[config.mk]
export PLATFORM = sky130hd
export DESIGN_NAME = ddr_pwrup_seq
export DESIGN_NICKNAME = d
export VERILOG_FILES = /design/src/rtl/ddr_pwrup_pkg.sv /design/src/rtl/ddr_pwrup_timer.sv /design/src/rtl/ddr_pwrup_ctrl.sv /design/src/rtl/ddr_pwrup_seq.sv
export SDC_FILE = /design/constraint.sdc
export NUM_CORES = 1
export LEC_CHECK = 0
export BUFFER_PORTS_ARGS = -buffer_cell sky130_fd_sc_hd__buf_2
export CORE_MARGIN = 2
export CORE_UTILIZATION = 40
export CTS_BUF_LIST = sky130_fd_sc_hd__clkbuf_4
export DETAILED_ROUTE_END_ITERATION = 16
export PLACE_DENSITY = 0.66
export SYNTH_ARGS = -nofsm -noshare
export SYNTH_HDL_FRONTEND = slang
export SYNTH_HIERARCHICAL = 1
export SYNTH_SLANG_ARGS = --single-unit
[constraint.sdc]
create_clock -name clk -period 2.8 [get_ports clk]
set_input_delay 0.28 -clock clk [delete_from_list [all_inputs] [get_ports clk]]
set_output_delay 0.28 -clock clk [all_outputs]
set_load 0.005 [all_outputs]
[src/rtl/ddr_pwrup_pkg.sv]
`timescale 1ns / 1ps
package ddr_pwrup_pkg;

  typedef enum logic [2:0] {
    ST_WAIT_PWR,
    ST_RST_HOLD,
    ST_CKE_SETUP,
    ST_CKE_LOW,
    ST_CLK_RUN,
    ST_CKE_HIGH,
    ST_DONE
  } seq_state_e;

  typedef enum logic [1:0] {
    PH_RST,
    PH_SETUP,
    PH_LOW,
    PH_RUN
  } phase_e;

  // Strobes from control to the interval timer
  typedef struct packed {
    logic   clr;    // restart the count at zero
    logic   run;    // count this cycle
    phase_e phase;  // which limit applies
  } tmr_strobe_t;

  // ceil(interval / period), never below floorCyc
  function automatic int cycles_for(longint intervalPs, longint periodPs, int floorCyc);
    longint c;
    c = (intervalPs + periodPs - 1) / periodPs;
    if (c < longint'(floorCyc)) c = longint'(floorCyc);
    return int'(c);
  endfunction

endpackage

[src/rtl/ddr_pwrup_timer.sv]
`timescale 1ns / 1ps
module ddr_pwrup_timer
  import ddr_pwrup_pkg::*;
#(
  parameter int RST_CYC   = 4,
  parameter int SETUP_CYC = 1,
  parameter int LOW_CYC   = 7,
  parameter int RUN_CYC   = 5
) (
  input  logic        clk,
  input  logic        rstN,
  input  tmr_strobe_t strobe,
  output logic        tDone
);

  localparam int MAX_A   = (RST_CYC > SETUP_CYC) ? RST_CYC : SETUP_CYC;
  localparam int MAX_B   = (LOW_CYC > RUN_CYC) ? LOW_CYC : RUN_CYC;
  localparam int MAX_CYC = (MAX_A > MAX_B) ? MAX_A : MAX_B;
  localparam int W       = (MAX_CYC < 2) ? 1 : $clog2(MAX_CYC + 1);

  localparam int NPH = 4;
  logic [W-1:0] lastVal [NPH];

  // One terminal value per phase
  for (genvar p = 0; p < NPH; p++) begin : g_lim
    localparam int CYC = (p == 0) ? RST_CYC : (p == 1) ? SETUP_CYC :
                         (p == 2) ? LOW_CYC : RUN_CYC;
    assign lastVal[p] = W'(CYC - 1);
  end

  logic [W-1:0] cnt;

  always_ff @(posedge clk or negedge rstN) begin
    if (!rstN)             cnt <= '0;
    else if (strobe.clr)   cnt <= '0;
    else if (strobe.run)   cnt <= cnt + 1'b1;
  end

  assign tDone = strobe.run && (cnt == lastVal[strobe.phase]);

  // a running count never passes its phase limit
  a_r2_cnt_in_range: assert property (@(posedge clk) disable iff (!rstN)
    strobe.run |-> (cnt <= lastVal[strobe.phase]));

endmodule

[src/rtl/ddr_pwrup_ctrl.sv]
`timescale 1ns / 1ps
module ddr_pwrup_ctrl
  import ddr_pwrup_pkg::*;
(
  input  logic        clk,
  input  logic        rstN,
  input  logic        pwrStable,
  input  logic        tDone,
  output tmr_strobe_t strobe,
  output logic        memResetN,
  output logic        memCke,
  output logic        cmdNop,
  output logic        initDone
);

  seq_state_e st, nxt;

  always_comb begin
    nxt = st;
    unique case (st)
      ST_WAIT_PWR:  if (pwrStable) nxt = ST_RST_HOLD;
      ST_RST_HOLD:  if (tDone) nxt = ST_CKE_SETUP;
      ST_CKE_SETUP: if (tDone) nxt = ST_CKE_LOW;
      ST_CKE_LOW:   if (tDone) nxt = ST_CLK_RUN;
      ST_CLK_RUN:   if (tDone) nxt = ST_CKE_HIGH;
      ST_CKE_HIGH:  nxt = ST_DONE;
      ST_DONE:      nxt = ST_DONE;
      default:      nxt = ST_WAIT_PWR;
    endcase
    if (!pwrStable) nxt = ST_WAIT_PWR;
  end

  always_comb begin
    strobe.clr   = (nxt != st);
    strobe.run   = 1'b0;
    strobe.phase = PH_RST;
    unique case (st)
      ST_RST_HOLD:  begin strobe.run = 1'b1; strobe.phase = PH_RST;   end
      ST_CKE_SETUP: begin strobe.run = 1'b1; strobe.phase = PH_SETUP; end
      ST_CKE_LOW:   begin strobe.run = 1'b1; strobe.phase = PH_LOW;   end
      ST_CLK_RUN:   begin strobe.run = 1'b1; strobe.phase = PH_RUN;   end
      default:      ;
    endcase
  end

  // Outputs decoded from the next state, so each changes on one edge
  always_ff @(posedge clk or negedge rstN) begin
    if (!rstN) begin
      st        <= ST_WAIT_PWR;
      memResetN <= 1'b0;
      memCke    <= 1'b0;
      cmdNop    <= 1'b1;
      initDone  <= 1'b0;
    end else begin
      st        <= nxt;
      memResetN <= nxt inside {ST_CKE_LOW, ST_CLK_RUN, ST_CKE_HIGH, ST_DONE};
      memCke    <= nxt inside {ST_CKE_HIGH, ST_DONE};
      cmdNop    <= (nxt != ST_DONE);
      initDone  <= (nxt == ST_DONE);
    end
  end


  a_r1_quiet_unpowered: assert property (@(posedge clk) disable iff (!rstN)
    !pwrStable |=> (!memResetN && !memCke && cmdNop && !initDone));

  a_r3_cke_low_at_release: assert property (@(posedge clk) disable iff (!rstN)
    $rose(memResetN) |-> !memCke);

  a_r5_nop_while_cke_rises: assert property (@(posedge clk) disable iff (!rstN)
    $rose(memCke) |-> (cmdNop && !initDone));
  a_r5_done_needs_cke: assert property (@(posedge clk) disable iff (!rstN)
    initDone |-> (memCke && memResetN));

  a_r6_cke_held: assert property (@(posedge clk) disable iff (!rstN)
    (memCke && pwrStable) |=> memCke);
  a_r6_done_sticky: assert property (@(posedge clk) disable iff (!rstN)
    (initDone && pwrStable) |=> initDone);

endmodule

[src/rtl/ddr_pwrup_seq.sv]
`timescale 1ns / 1ps
module ddr_pwrup_seq
  import ddr_pwrup_pkg::*;
#(
  parameter longint CLK_PERIOD_PS = 10000,
  parameter longint RST_HOLD_PS   = 200_000_000,
  parameter longint CKE_SETUP_PS  = 10_000,
  parameter longint CKE_LOW_PS    = 500_000_000,
  parameter longint CLK_RUN_PS    = 10_000,
  parameter int     MIN_RUN_CYC   = 5
) (
  input  logic clk,
  input  logic rstN,
  input  logic pwrStable,
  output logic memResetN,
  output logic memCke,
  output logic cmdNop,
  output logic initDone
);

  localparam int RST_CYC   = cycles_for(RST_HOLD_PS, CLK_PERIOD_PS, 1);
  localparam int SETUP_CYC = cycles_for(CKE_SETUP_PS, CLK_PERIOD_PS, 1);
  localparam int LOW_CYC   = cycles_for(CKE_LOW_PS, CLK_PERIOD_PS, 1);
  localparam int RUN_CYC   = cycles_for(CLK_RUN_PS, CLK_PERIOD_PS,
                                        (MIN_RUN_CYC < 1) ? 1 : MIN_RUN_CYC);

  tmr_strobe_t strobe;
  logic        tDone;

  ddr_pwrup_ctrl ctrl_i (
    .clk       (clk),
    .rstN      (rstN),
    .pwrStable (pwrStable),
    .tDone     (tDone),
    .strobe    (strobe),
    .memResetN (memResetN),
    .memCke    (memCke),
    .cmdNop    (cmdNop),
    .initDone  (initDone)
  );

  ddr_pwrup_timer #(
    .RST_CYC   (RST_CYC),
    .SETUP_CYC (SETUP_CYC),
    .LOW_CYC   (LOW_CYC),
    .RUN_CYC   (RUN_CYC)
  ) timer_i (
    .clk    (clk),
    .rstN   (rstN),
    .strobe (strobe),
    .tDone  (tDone)
  );

endmodule

==> flow_summary_export.csv <==
group,metric,value,unit
clock_tree,clockBufferDepth,2,
synthesis,synth_top_family_by_area,"simple AND/OR/NAND/NOR gates",
synthesis,synth-edff-count,0,
synthesis,avgSynthCellArea,9.25,um2
die,die_area,3930,um2
final_layout,antenna_cells,0,
drt,viasPerCell,5.23,
place,dp.cells,202,
final_layout,layout-drive-gt1-share,0.284,
synthesis,synth_area_leaders,"dfrtp_1 (40%), xor2_1 (5.7%), o21ai_0 (3.6%)",
global_routing,grt_pass1_vias,1102,
place,gp_congestion,0.864,
final_layout,nFillCells,311,
outcome,status,"finished, final reports clean",
clock_tree,cts_root_buf,"clkbuf_4",
clock_tree,path_clk_slew,120,ps
sta,period_needed,2730,ps
sta,timing.fmax,366,MHz
sta,max_slew_margin,0.657,
critical_path,crit_chain,"xnor2_2, nor2_4, nand2b_4, or2_2, a2111oi_4, and4_4, nor2b_4, o32ai_4, a21oi_2, buf_6, buf_4, a21oi_1",
sta,worst_slew_pin_slew,514,ps
critical_path,r2r_setup_slack,70,ps
drt,drt-total-wl,3.03,mm
power_and_ir_drop,ir_drop,277,uV
synthesis,ys_seq_elements,23,
drt,dr.first_iter.drc_count,45,
power_and_ir_drop,power_density,328,nW/um2
synthesis,ys_warn_count,6,
die,rows,21,
sta,fin_crit_sh,0.975,
drt,post_drt_wl_per_cell,14.1,um
sta,finalMaxSlewViolations,0,
place,port_buffers,6,
critical_path,cp.required,3000,ps
critical_path,critPathKind,"flip-flop to flip-flop",
global_routing,grt_max_degree,24,
global_routing,overflow,0,
drt,drc_errors,0,
drt,dr_total_vias,1124,
drt,first_pass_iters,4,
clock_tree,cts_made_buffers,3,
global_routing,antenna_found_initial,0,
synthesis,yosysTopAreaCell,"dfrtp_1",
synthesis,synth_compound_area_frac,0.134,
final_layout,area_growth,21.3,%
sta,setup_viol,0,
die,start_util,0.416,
synthesis,syn_inst,149,
synthesis,syn_nets,153,
synthesis,synthDistinctLibCells,45,
die,dieHeight,62.7,um
clock_tree,insertion_delay,310,ps
sta,setup-tns-final,0,ps
synthesis,synthFlopType,"dfrtp_1",
global_routing,grt_pass1_wl,4.97,mm
worst_hold_path,hold_end,"ctrl_i/cmdNop",
flow_run,drv_cap,0,
global_routing,grtUsageTotal,0.157,
synthesis,yosysSeqAreaShare,0.419,
critical_path,end_kind,"flip-flop",
synthesis,syn-cell-area,1380,um2
critical_path,rr_worst_depth,12,
drt,ant_nets,0,
final_layout,fin_nets,174,
worst_hold_path,holdPathStages,2,
clock_tree,cts.sinks,23,
critical_path,critPathMaxStageDelay,470,ps
sta,hold_viol,0,
critical_path,cp_data_arrival_time,2930,ps
critical_path,r2r_start,"ctrl_i/st[1]",
critical_path,r2r-end,"timer_i/cnt[15]",
final_layout,stdcell_count,215,
die,io_pins,7,
synthesis,muxShareOfSynthArea,0.00727,
clock_tree,htreeDepth,1,
synthesis,synth_adder_area_share,0.00908,
critical_path,startpoint_type,"flip-flop",
place,dp_hpwl,2.07,mm
die,die_w,62.7,um
synthesis,synth_top_area_frac,0.400,
clock_tree,cts_tree,"built",
synthesis,synthSimpleGateAreaFrac,0.273,
synthesis,yosys.area_share.xor_xnor,0.0890,
critical_path,worst_path_max_delay_cell,"dfrtp_2",
worst_hold_path,min_from,"pwrStable",
power_and_ir_drop,leakage,0.693,nW
worst_hold_path,hp-class,"input pin to flip-flop",
synthesis,synthArstFlopShare,1.00,
die,fp.coreArea,3310,um2
sta,finalClockSkew,4.61,ps
critical_path,cp_max_fo,8,
## sequential cells by signal (all words and copies together) (netlist names)
| name | cells |
|---|---|
| ctrl_i/st | 3 |
| ctrl_i/initDone | 1 |
| ctrl_i/memCke | 1 |
| ctrl_i/cmdNop | 1 |
| timer_i/cnt | 16 |
| ctrl_i/memResetN | 1 |
## repair_timing
item,CTS,global route
hold buffers,1,0
pin swaps,1,6
setup endpoints to repair,7,17
hold endpoints to repair,22,0
setup buffers,5,3
gates resized for setup,4,15
## power breakdown
| group | leakage (nW) | internal [W] | switching [W] |
|---|---|---|---|
| Combinational | 0.363 | 0.0000254 | 0.0000275 |
| Clock | 0.0177 | 0.0000534 | 0.0000988 |
| Sequential | 0.313 | 0.000336 | 0.00000704 |
| Total | 0.693 | 0.000415 | 0.000133 |
## logic make-up (layout without fill, tap and decap cells)
logic type               count (synthesis)  count (layout)
AO/OA/AOI/OAI                           30              30
XOR/XNOR                                14              14
adder cells (fa/ha/maj)                  1               1
buffers and inverters                   16              36
flip-flops                              23              23
multiplexers                             1               1
AND/OR/NAND/NOR                         64              64
## routing by layer
layer	track usage	routed length, um
met1	0.201	1330
met2	0.269	1550
met3	0.0234	94
met4	0.0583	59
met5	0	0
## worst max path at each step
stage | end | startpoint | cells after the start
after floorplan | timer_i/cnt[0] | ctrl_i/st[2] | 14
after global placement | timer_i/cnt[11] | ctrl_i/st[2] | 10
after detailed placement | timer_i/cnt[11] | ctrl_i/st[2] | 11
after CTS | timer_i/cnt[11] | ctrl_i/st[1] | 12
after global routing | timer_i/cnt[15] | ctrl_i/st[1] | 12
final | timer_i/cnt[15] | ctrl_i/st[1] | 12
## stage by stage
step | worst slack (ps) | power [W] | hold WS [ps] | utilization | instance area, um2
2_1_floorplan | 5.63 | 0.000371 | -15.6 | - | 1390
3_3_place_gp | 82.6 | 0.000388 | 277 | 0.446 | 1480
3_5_place_dp | -77.4 | 0.000390 | 285 | 0.446 | 1480
4_1_cts | 3.06 | 0.000553 | 231 | 0.474 | 1570
5_1_grt | -59.5 | 0.000585 | 228 | 0.505 | 1670
6_report | 70.8 | 0.000548 | 247 | 0.505 | 1670
## layout by cell type, fill, tap and decap left out, types with 3 or more instances in the layout
cell      netlist  layout
and3_1          3       3
o21ai_0        10       9
nand4_1         4       4
dfrtp_1        22      21
or3_1           5       5
inv_1           6       6
buf_4           2      17
a21oi_1         9       8
nor2_1         13      11
buf_2           3       6
nand3_1         5       5
clkbuf_4        0       3
nand2_1         9       9
xor2_1          9       9
nand2b_1        4       3
and2_1          3       3
xnor2_1         5       4
## critical path: cells and delay by family, from the launching register on
| family | cells | cell delay [ps] |
|---|---|---|
| flip-flops | 1 | 470 |
| AND/OR/NAND/NOR | 5 | 1000 |
| XOR/XNOR | 1 | 210 |
| AO/OA/AOI/OAI | 4 | 650 |
| buffers and inverters | 2 | 280 |
## area by class of cell
class / instances / area, um2 / share of cell area
timing repair buffer: 25 / 179 / 0.107
clock buffer: 3 / 22.5 / 0.0135
tap: 46 / 57.6 / 0.0345
clock inverter: 1 / 5.00 / 0.00300
sequential: 23 / 578 / 0.346
inverter: 7 / 26.3 / 0.0157
multi-input combinational: 110 / 802 / 0.480
## synthesized netlist by cell type, types with 2 or more instances
| cell type | count |
|---|---|
| dfrtp_1 | 22 |
| nor2_1 | 13 |
| o21ai_0 | 10 |
| a21oi_1 | 9 |
| nand2_1 | 9 |
| xor2_1 | 9 |
| inv_1 | 6 |
| nand3_1 | 5 |
| or3_1 | 5 |
| xnor2_1 | 5 |
| nand2b_1 | 4 |
| nand4_1 | 4 |
| and2_1 | 3 |
| and3_1 | 3 |
| buf_2 | 3 |
| buf_6 | 3 |
| nor2b_1 | 3 |
| a21o_1 | 2 |
| and3_2 | 2 |
| and4_1 | 2 |
| buf_4 | 2 |
| o32ai_1 | 2 |
(Power assumes the default switching activity.)
